<file path="config.mk">
export PLATFORM = sky130hd
export DESIGN_NAME = fp_maxmin_sel
export DESIGN_NICKNAME = d
export VERILOG_FILES = /design/src/rtl/fpsel_pkg.sv /design/src/rtl/fpsel_nan_det.sv /design/src/rtl/fpsel_gt.sv /design/src/rtl/fpsel_lane.sv /design/src/rtl/fp_maxmin_sel.sv
export SDC_FILE = /design/constraint.sdc
export NUM_CORES = 1
export LEC_CHECK = 0
export BUFFER_PORTS_ARGS = -buffer_cell sky130_fd_sc_hd__buf_2
export CORE_MARGIN = 2
export CORE_UTILIZATION = 57
export DETAILED_ROUTE_END_ITERATION = 12
export PLACE_DENSITY = 0.95
export SLEW_MARGIN = 15
export SYNTH_ARGS = -nofsm -noshare
export SYNTH_HDL_FRONTEND = slang
export SYNTH_SLANG_ARGS = --single-unit
</file>
<file path="constraint.sdc">
create_clock -name clk_i -period 1.1 [get_ports clk_i]
set_clock_uncertainty 0.15 [all_clocks]
set_input_delay 0.165 -clock clk_i [delete_from_list [all_inputs] [get_ports clk_i]]
set_output_delay 0.165 -clock clk_i [all_outputs]
set_load 0.02 [all_outputs]
</file>
<file path="src/rtl/fpsel_pkg.sv">
package fpsel_pkg;
  localparam int unsigned EXP_W = 8;
  localparam int unsigned MAN_W = 23;
  localparam int unsigned LANE_W = 1 + EXP_W + MAN_W;
  localparam int unsigned LANES = 4;

  typedef enum logic {
    SEL_MAX = 1'b0,
    SEL_MIN = 1'b1
  } sel_op_e;
endpackage

</file>
<file path="src/rtl/fpsel_nan_det.sv">
module fpsel_nan_det #(
  parameter int unsigned EXP_W = 8,
  parameter int unsigned MAN_W = 23,
  localparam int unsigned W = 1 + EXP_W + MAN_W
) (
  input  logic [W-1:0] val_i,
  output logic         nan_o
);
  logic exp_full;
  logic man_nz;

  assign exp_full = &val_i[W-2 -: EXP_W];
  assign man_nz   = |val_i[MAN_W-1:0];
  assign nan_o    = exp_full & man_nz;
endmodule

</file>
<file path="src/rtl/fpsel_gt.sv">
// Strict a > b for ordered (non-NaN) encodings; +0 and -0 compare equal.
module fpsel_gt #(
  parameter int unsigned EXP_W = 8,
  parameter int unsigned MAN_W = 23,
  localparam int unsigned W = 1 + EXP_W + MAN_W
) (
  input  logic [W-1:0] a_i,
  input  logic [W-1:0] b_i,
  output logic         gt_o
);
  logic         sa, sb;
  logic [W-2:0] ma, mb;
  logic         both_zero;
  logic         mag_gt, mag_lt;

  assign sa        = a_i[W-1];
  assign sb        = b_i[W-1];
  assign ma        = a_i[W-2:0];
  assign mb        = b_i[W-2:0];
  assign both_zero = (ma == '0) && (mb == '0);
  assign mag_gt    = ma > mb;
  assign mag_lt    = ma < mb;

  always_comb begin
    unique case ({sa, sb})
      2'b01:   gt_o = !both_zero;
      2'b00:   gt_o = mag_gt;
      2'b11:   gt_o = mag_lt;
      default: gt_o = 1'b0;
    endcase
  end
endmodule

</file>
<file path="src/rtl/fpsel_lane.sv">
module fpsel_lane
  import fpsel_pkg::*;
#(
  parameter int unsigned EXP_W = 8,
  parameter int unsigned MAN_W = 23,
  localparam int unsigned W = 1 + EXP_W + MAN_W
) (
  input  sel_op_e      op_i,
  input  logic [W-1:0] dest_i,
  input  logic [W-1:0] src_i,
  output logic [W-1:0] res_o
);
  logic dest_nan, src_nan;
  logic dest_gt, dest_lt;
  logic take_dest;

  fpsel_nan_det #(.EXP_W(EXP_W), .MAN_W(MAN_W)) u_nan_d (.val_i(dest_i), .nan_o(dest_nan));
  fpsel_nan_det #(.EXP_W(EXP_W), .MAN_W(MAN_W)) u_nan_s (.val_i(src_i),  .nan_o(src_nan));

  fpsel_gt #(.EXP_W(EXP_W), .MAN_W(MAN_W)) u_gt (.a_i(dest_i), .b_i(src_i),  .gt_o(dest_gt));
  fpsel_gt #(.EXP_W(EXP_W), .MAN_W(MAN_W)) u_lt (.a_i(src_i),  .b_i(dest_i), .gt_o(dest_lt));

  // any NaN forces src; ties fall through to src
  always_comb begin
    if (dest_nan || src_nan) take_dest = 1'b0;
    else if (op_i == SEL_MIN) take_dest = dest_lt;
    else take_dest = dest_gt;
  end

  assign res_o = take_dest ? dest_i : src_i;
endmodule

</file>
<file path="src/rtl/fp_maxmin_sel.sv">
module fp_maxmin_sel
  import fpsel_pkg::*;
#(
  parameter int unsigned EXP_W_P = fpsel_pkg::EXP_W,
  parameter int unsigned MAN_W_P = fpsel_pkg::MAN_W,
  parameter int unsigned LANES_P = fpsel_pkg::LANES,
  localparam int unsigned LW = 1 + EXP_W_P + MAN_W_P,
  localparam int unsigned VW = LW * LANES_P
) (
  input  logic          clk_i,
  input  logic          rst_ni,
  input  logic          valid_i,
  input  logic          op_min_i,
  input  logic          scalar_i,
  input  logic [VW-1:0] dest_i,
  input  logic [VW-1:0] src_i,
  output logic          valid_o,
  output logic [VW-1:0] result_o
);
  sel_op_e       op;
  logic [VW-1:0] sel_vec;

  assign op = op_min_i ? SEL_MIN : SEL_MAX;

  for (genvar l = 0; l < LANES_P; l++) begin : g_lane
    logic [LW-1:0] lane_res;

    fpsel_lane #(.EXP_W(EXP_W_P), .MAN_W(MAN_W_P)) u_lane (
      .op_i   (op),
      .dest_i (dest_i[l*LW +: LW]),
      .src_i  (src_i[l*LW +: LW]),
      .res_o  (lane_res)
    );

    if (l == 0) begin : g_low
      assign sel_vec[l*LW +: LW] = lane_res;
    end else begin : g_up
      assign sel_vec[l*LW +: LW] = scalar_i ? dest_i[l*LW +: LW] : lane_res;
    end
  end

  always_ff @(posedge clk_i or negedge rst_ni) begin
    if (!rst_ni) begin
      valid_o  <= 1'b0;
      result_o <= '0;
    end else begin
      valid_o <= valid_i;
      if (valid_i) result_o <= sel_vec;
    end
  end
endmodule

</file>
==> summary.md, run 1 <==
| Metric | Value |
|---|---|
| Status | `did not finish` |
| Exit stage | `clock tree synthesis` |
| Err | `[ERROR DPL-0038] Utilization greater than 100%, impossible to legalize` |
| Syn_nets | `1854` |
| Synth Instances | `1469` |
| Post-CTS Setup Repair Bufs | `118` |
| Hpwl dp | `42700 um` |
| Synth Cell Area | `12400 um2` |
| Post-synth top area cell | `dfrtp_1` |
| I/O pin count | `390` |
| GP Congestion | `0.977` |
| Register bit total from synthesis | `129` |
| Die X | `151 um` |
| Worst-case clock buffer depth | `2` |
| Seq/Total Area, Yosys | `26.1%` |
| CTS buffer count | `17` |
| EDFF count, synth | `0` |
| Die Y | `151 um` |
| Syn. warnings | `0` |
| Hold_buf cts | `32` |
| Async S/R FF share, synth | `100%` |
| Synthesized area per cell | `8.42 um2` |
| Dpl cells | `2364` |
| Post-cts sizing count | `653` |
| PortBufs | `389` |
| CTS root buf | `clkbuf_16` |
| CTS H-tree lvls | `4` |
| Top post-synthesis cells by area | `dfrtp_1 26%, ha_1 13%, nor4b_1 6.6%` |
| Initial Utilization | `58.5%` |
| Placement Setup Slack | `-1960 ps` |
| Synth cell types | `48` |
| CTS sink cnt | `129` |
| Synth Flop Type | `dfrtp_1` |
| Number of core rows | `53` |
| Top cell type's share of synthesized area | `26.1%` |
==> Yosys cell counts (all sizes together), types with 31 or more instances <==
cell / number
inv: 157
dfrtp: 129
ha: 124
nor2: 122
a31oi: 99
o211ai: 99
a22oi: 97
clkbuf: 95
nor4b: 93
nor4: 66
nand4: 56
nand2: 53
a21o: 36
a21oi: 34
buf: 33
o2111ai: 31
==> per-stage QoR <==
step | area, um2 | util, % | hold WS (ps) | setup TNS (ps)
3_5_place_dp | 17400 | 82.5 | -134 | -220720
3_3_place_gp | 17400 | 82.5 | -132 | -199210
2_1_floorplan | 12800 | - | -281 | -166160
==> cells by family after synthesis <==
family | synth area share (%)
flops | 26.1
xor+xnor | 0.637
buf+inv | 9.11
fa+ha+maj | 12.5
compound gates | 31.3
simple gates | 20.3
==> run 2: changes to the inputs <==
Settings changed: CORE_UTILIZATION 57 to 40, PLACE_DENSITY 0.95 to not set, PLACE_DENSITY_LB_ADDON set to 0.15.
==> summary.md, run 2 <==
| Metric | Value |
|---|---|
| Status | `finished, violations left` |
| Failing checks | `negative hold slack, negative setup slack` |
| Final instance area | `23700 um2` |
| Congestion Overflow GR | `0` |
| Slowest CP cell | `or3_4` |
| Placement Setup Slack | `-1780 ps` |
| Async S/R FF share, synth | `100%` |
| DR pass1 iterations | `8` |
| Die X | `180 um` |
| I/O pin count | `390` |
| Initial drt markers | `1537` |
| Synth Cell Area | `12400 um2` |
| CP max stage delay | `410 ps` |
| CTS tree | `built` |
| Register bit total from synthesis | `129` |
| Crit path capture | `result_o[11]` |
| CTS sink cnt | `129` |
| Area occupied by multi-input gates | `10100 um2` |
| R2r setup slk | `-170 ps` |
| Top cell type's share of synthesized area | `26.1%` |
| Synth Flop Type | `dfrtp_1` |
| Placed inst area | `17600 um2` |
| Die Y | `180 um` |
| Number of core rows | `64` |
| PD cells | `1010 nW/um2` |
| Max-Cap Viols | `0` |
| Slew margin rel. | `62.2%` |
| Layout Area Growth over Synthesis | `91.3%` |
| Setup slack after layout | `-1450 ps` |
| Total Routing Usage GR | `33.7%` |
| Hold Slack | `-6.01 ps` |
| Top post-synthesis cells by area | `dfrtp_1 26%, ha_1 13%, nor4b_1 6.6%` |
| Worst EP arrival | `2710 ps` |
| Layout cells sized above 1 | `55.7%` |
| CP Class | `in -> reg` |
| Clock transition at the registers of the reported paths | `60 ps` |
| Fin util | `77.6%` |
| R2R cell count | `3` |
| Most frequent cell after synthesis | `inv_1` |
| EDFF count, synth | `0` |
| Peak supply drop | `0.000880 V` |
| Most common cell after layout, fill and taps aside | `buf_4` |
| Hold Crit Class | `in -> reg` |
| Setup violators final | `257` |
| Via count | `17.1k` |
| CORE AREA | `30500 um2` |
| Residual DRC | `0` |
| Critical register-to-register path endpoint | `result_o[68]` |
| Vias in the first global route | `16.4k` |
| Largest net degree at the start of global routing | `49` |
| Syn. warnings | `0` |
| Register Area | `3230 um2` |
| FF-to-FF Start | `result_o[68]` |
| Worst Setup End Kind | `flop` |
| Final Hold Vio Count | `3` |
| Synthesized area per cell | `8.42 um2` |
| Largest register FFs | `128` |
| CP Launch Point | `src_i[30]` |
| Synth cell count leaders | `157 x inv_1, 129 x dfrtp_1, 124 x ha_1, 122 x nor2_1` |
| Total wire length | `62400 um` |
| FMAX | `392 MHz` |
| Antenna Nets Post-Route | `0` |
| # fillers | `1879` |
| CP required | `1260 ps` |
| Fin. max-slew vios | `0` |
| Seq/Total Area, Yosys | `26.1%` |
| Clk Latency, worst-skew pair | `440 ps` |
| CP max FO | `13` |
| RSZ-0062 raised after global routing | `yes` |
| Pleak | `10.5 nW` |
| Syn_nets | `1854` |
| Slew of the pin with the lowest slew margin | `565 ps` |
| Synth cell types | `48` |
| PortBufs | `389` |
| Worst-case clock buffer depth | `2` |
| CTS root buf | `clkbuf_16` |
| Number of vias per cell | `6.22` |
| Tmin final | `2550 ps` |
| Synth Instances | `1469` |
| CTS H-tree lvls | `4` |
| CTS buffer count | `17` |
| Commonest non-fill, non-tap cells in the layout | `412 x buf_4, 215 x buf_6, 194 x buf_2` |
| Final nets | `2715` |
| Largest registers | `result_o x128, valid_o x1` |
| Global-route wire length before repair | `88700 um` |
| Hpwl dp | `37500 um` |
| Post-synth top area cell | `dfrtp_1` |
| GP Congestion | `0.920` |
| Die area | `32400 um2` |
| Crit-path cells | `buf_2 -> inv_1 -> ha_1 -> nand4_1 -> buf_4 -> nor3_2 -> a22oi_1 -> o211ai_1 -> buf_4 -> nor3_2 -> or3_4 -> buf_12 -> o2111ai_2 -> o221ai_2` |
| Top reg by flops | `result_o` |
| Setup crit start kind | `primary input` |
| Initial Utilization | `40.6%` |
| Initial antenna violation count | `1` |
| Final Cycle Share | `232%` |
| Mean routed wirelength per cell | `22.8 um` |
==> run 2: per-stage QoR <==
step / setup TNS (ps) / power, W / hold WS, ps / std cells
CTS: -163300 / 0.0215 / 0.332 / 2660
global placement: -203120 / 0.0138 / -108 / 2495
floorplan: -166160 / 0.0102 / -281 / 1469
finish: -181240 / 0.0239 / -6.01 / 2742
detailed placement: -206560 / 0.0140 / -112 / 2495
global route: -193380 / 0.0248 / -1.24 / 2740
==> run 2: timing repair <==
item / 4_1_cts / 5_1_grt
hold endpoints to repair: 197 / 5
pin swaps: 229 / 137
gates resized for setup: 411 / 397
hold buffers: 76 / 2
buffers inserted: 34 / 76
setup endpoints to repair: 257 / 258
cloned: 24 / 7
==> run 2: area by class of cell <==
cell class              count  share of cell area [%]
repair buffers            970                    36.5
diodes                      3                  0.0317
well taps                 396                    2.09
clock inverters            12                   0.449
multi-input cells        1054                    42.5
inverters                 158                    2.80
flip-flops and latches    129                    13.6
clock buffers              20                    1.97
==> run 2: cell families after synthesis <==
kind of cell,synth area share (%)
compound gates,31.3
xor+xnor,0.637
fa+ha+maj,12.5
buf+inv,9.11
flops,26.1
simple gates,20.3
==> run 2: where the power goes <==
part	switching, W	internal [W]
combinational	0.00587	0.00608
clock	0.00256	0.00329
sequential	0.000616	0.00546
==> run 2: critical path, delay by kind of cell <==
kind / cells / cell delay [ps]
buffers and inverters: 5 / 750
adders and majority gates: 1 / 320
and+or+nand+nor: 4 / 810
AOI/OAI and AO/OA: 4 / 660
==> run 2: worst min-delay path by stage <==
stage                   start      endpoint  slack, ps  depth (start not counted)
finish              src_i[80]  result_o[80]         -6                          4
global route           rst_ni  result_o[17]         -1                          2
CTS                    rst_ni  result_o[16]        0.3                          2
detailed placement     rst_ni  result_o[16]       -110                          1
global placement       rst_ni  result_o[16]       -110                          1
floorplan              rst_ni   result_o[0]       -280                          0
==> run 2: metal layers <==
layer  global-route usage (%)  wire length (um)  vias to the layer above
met5                        0                 0                        -
met4                     15.6              3720                        0
met3                     8.08              5570                      315
met2                     55.7             29400                     1115
met1                     41.4             23700                     8161
li1                         -                 -                     7462
(Power assumes the default switching activity.)
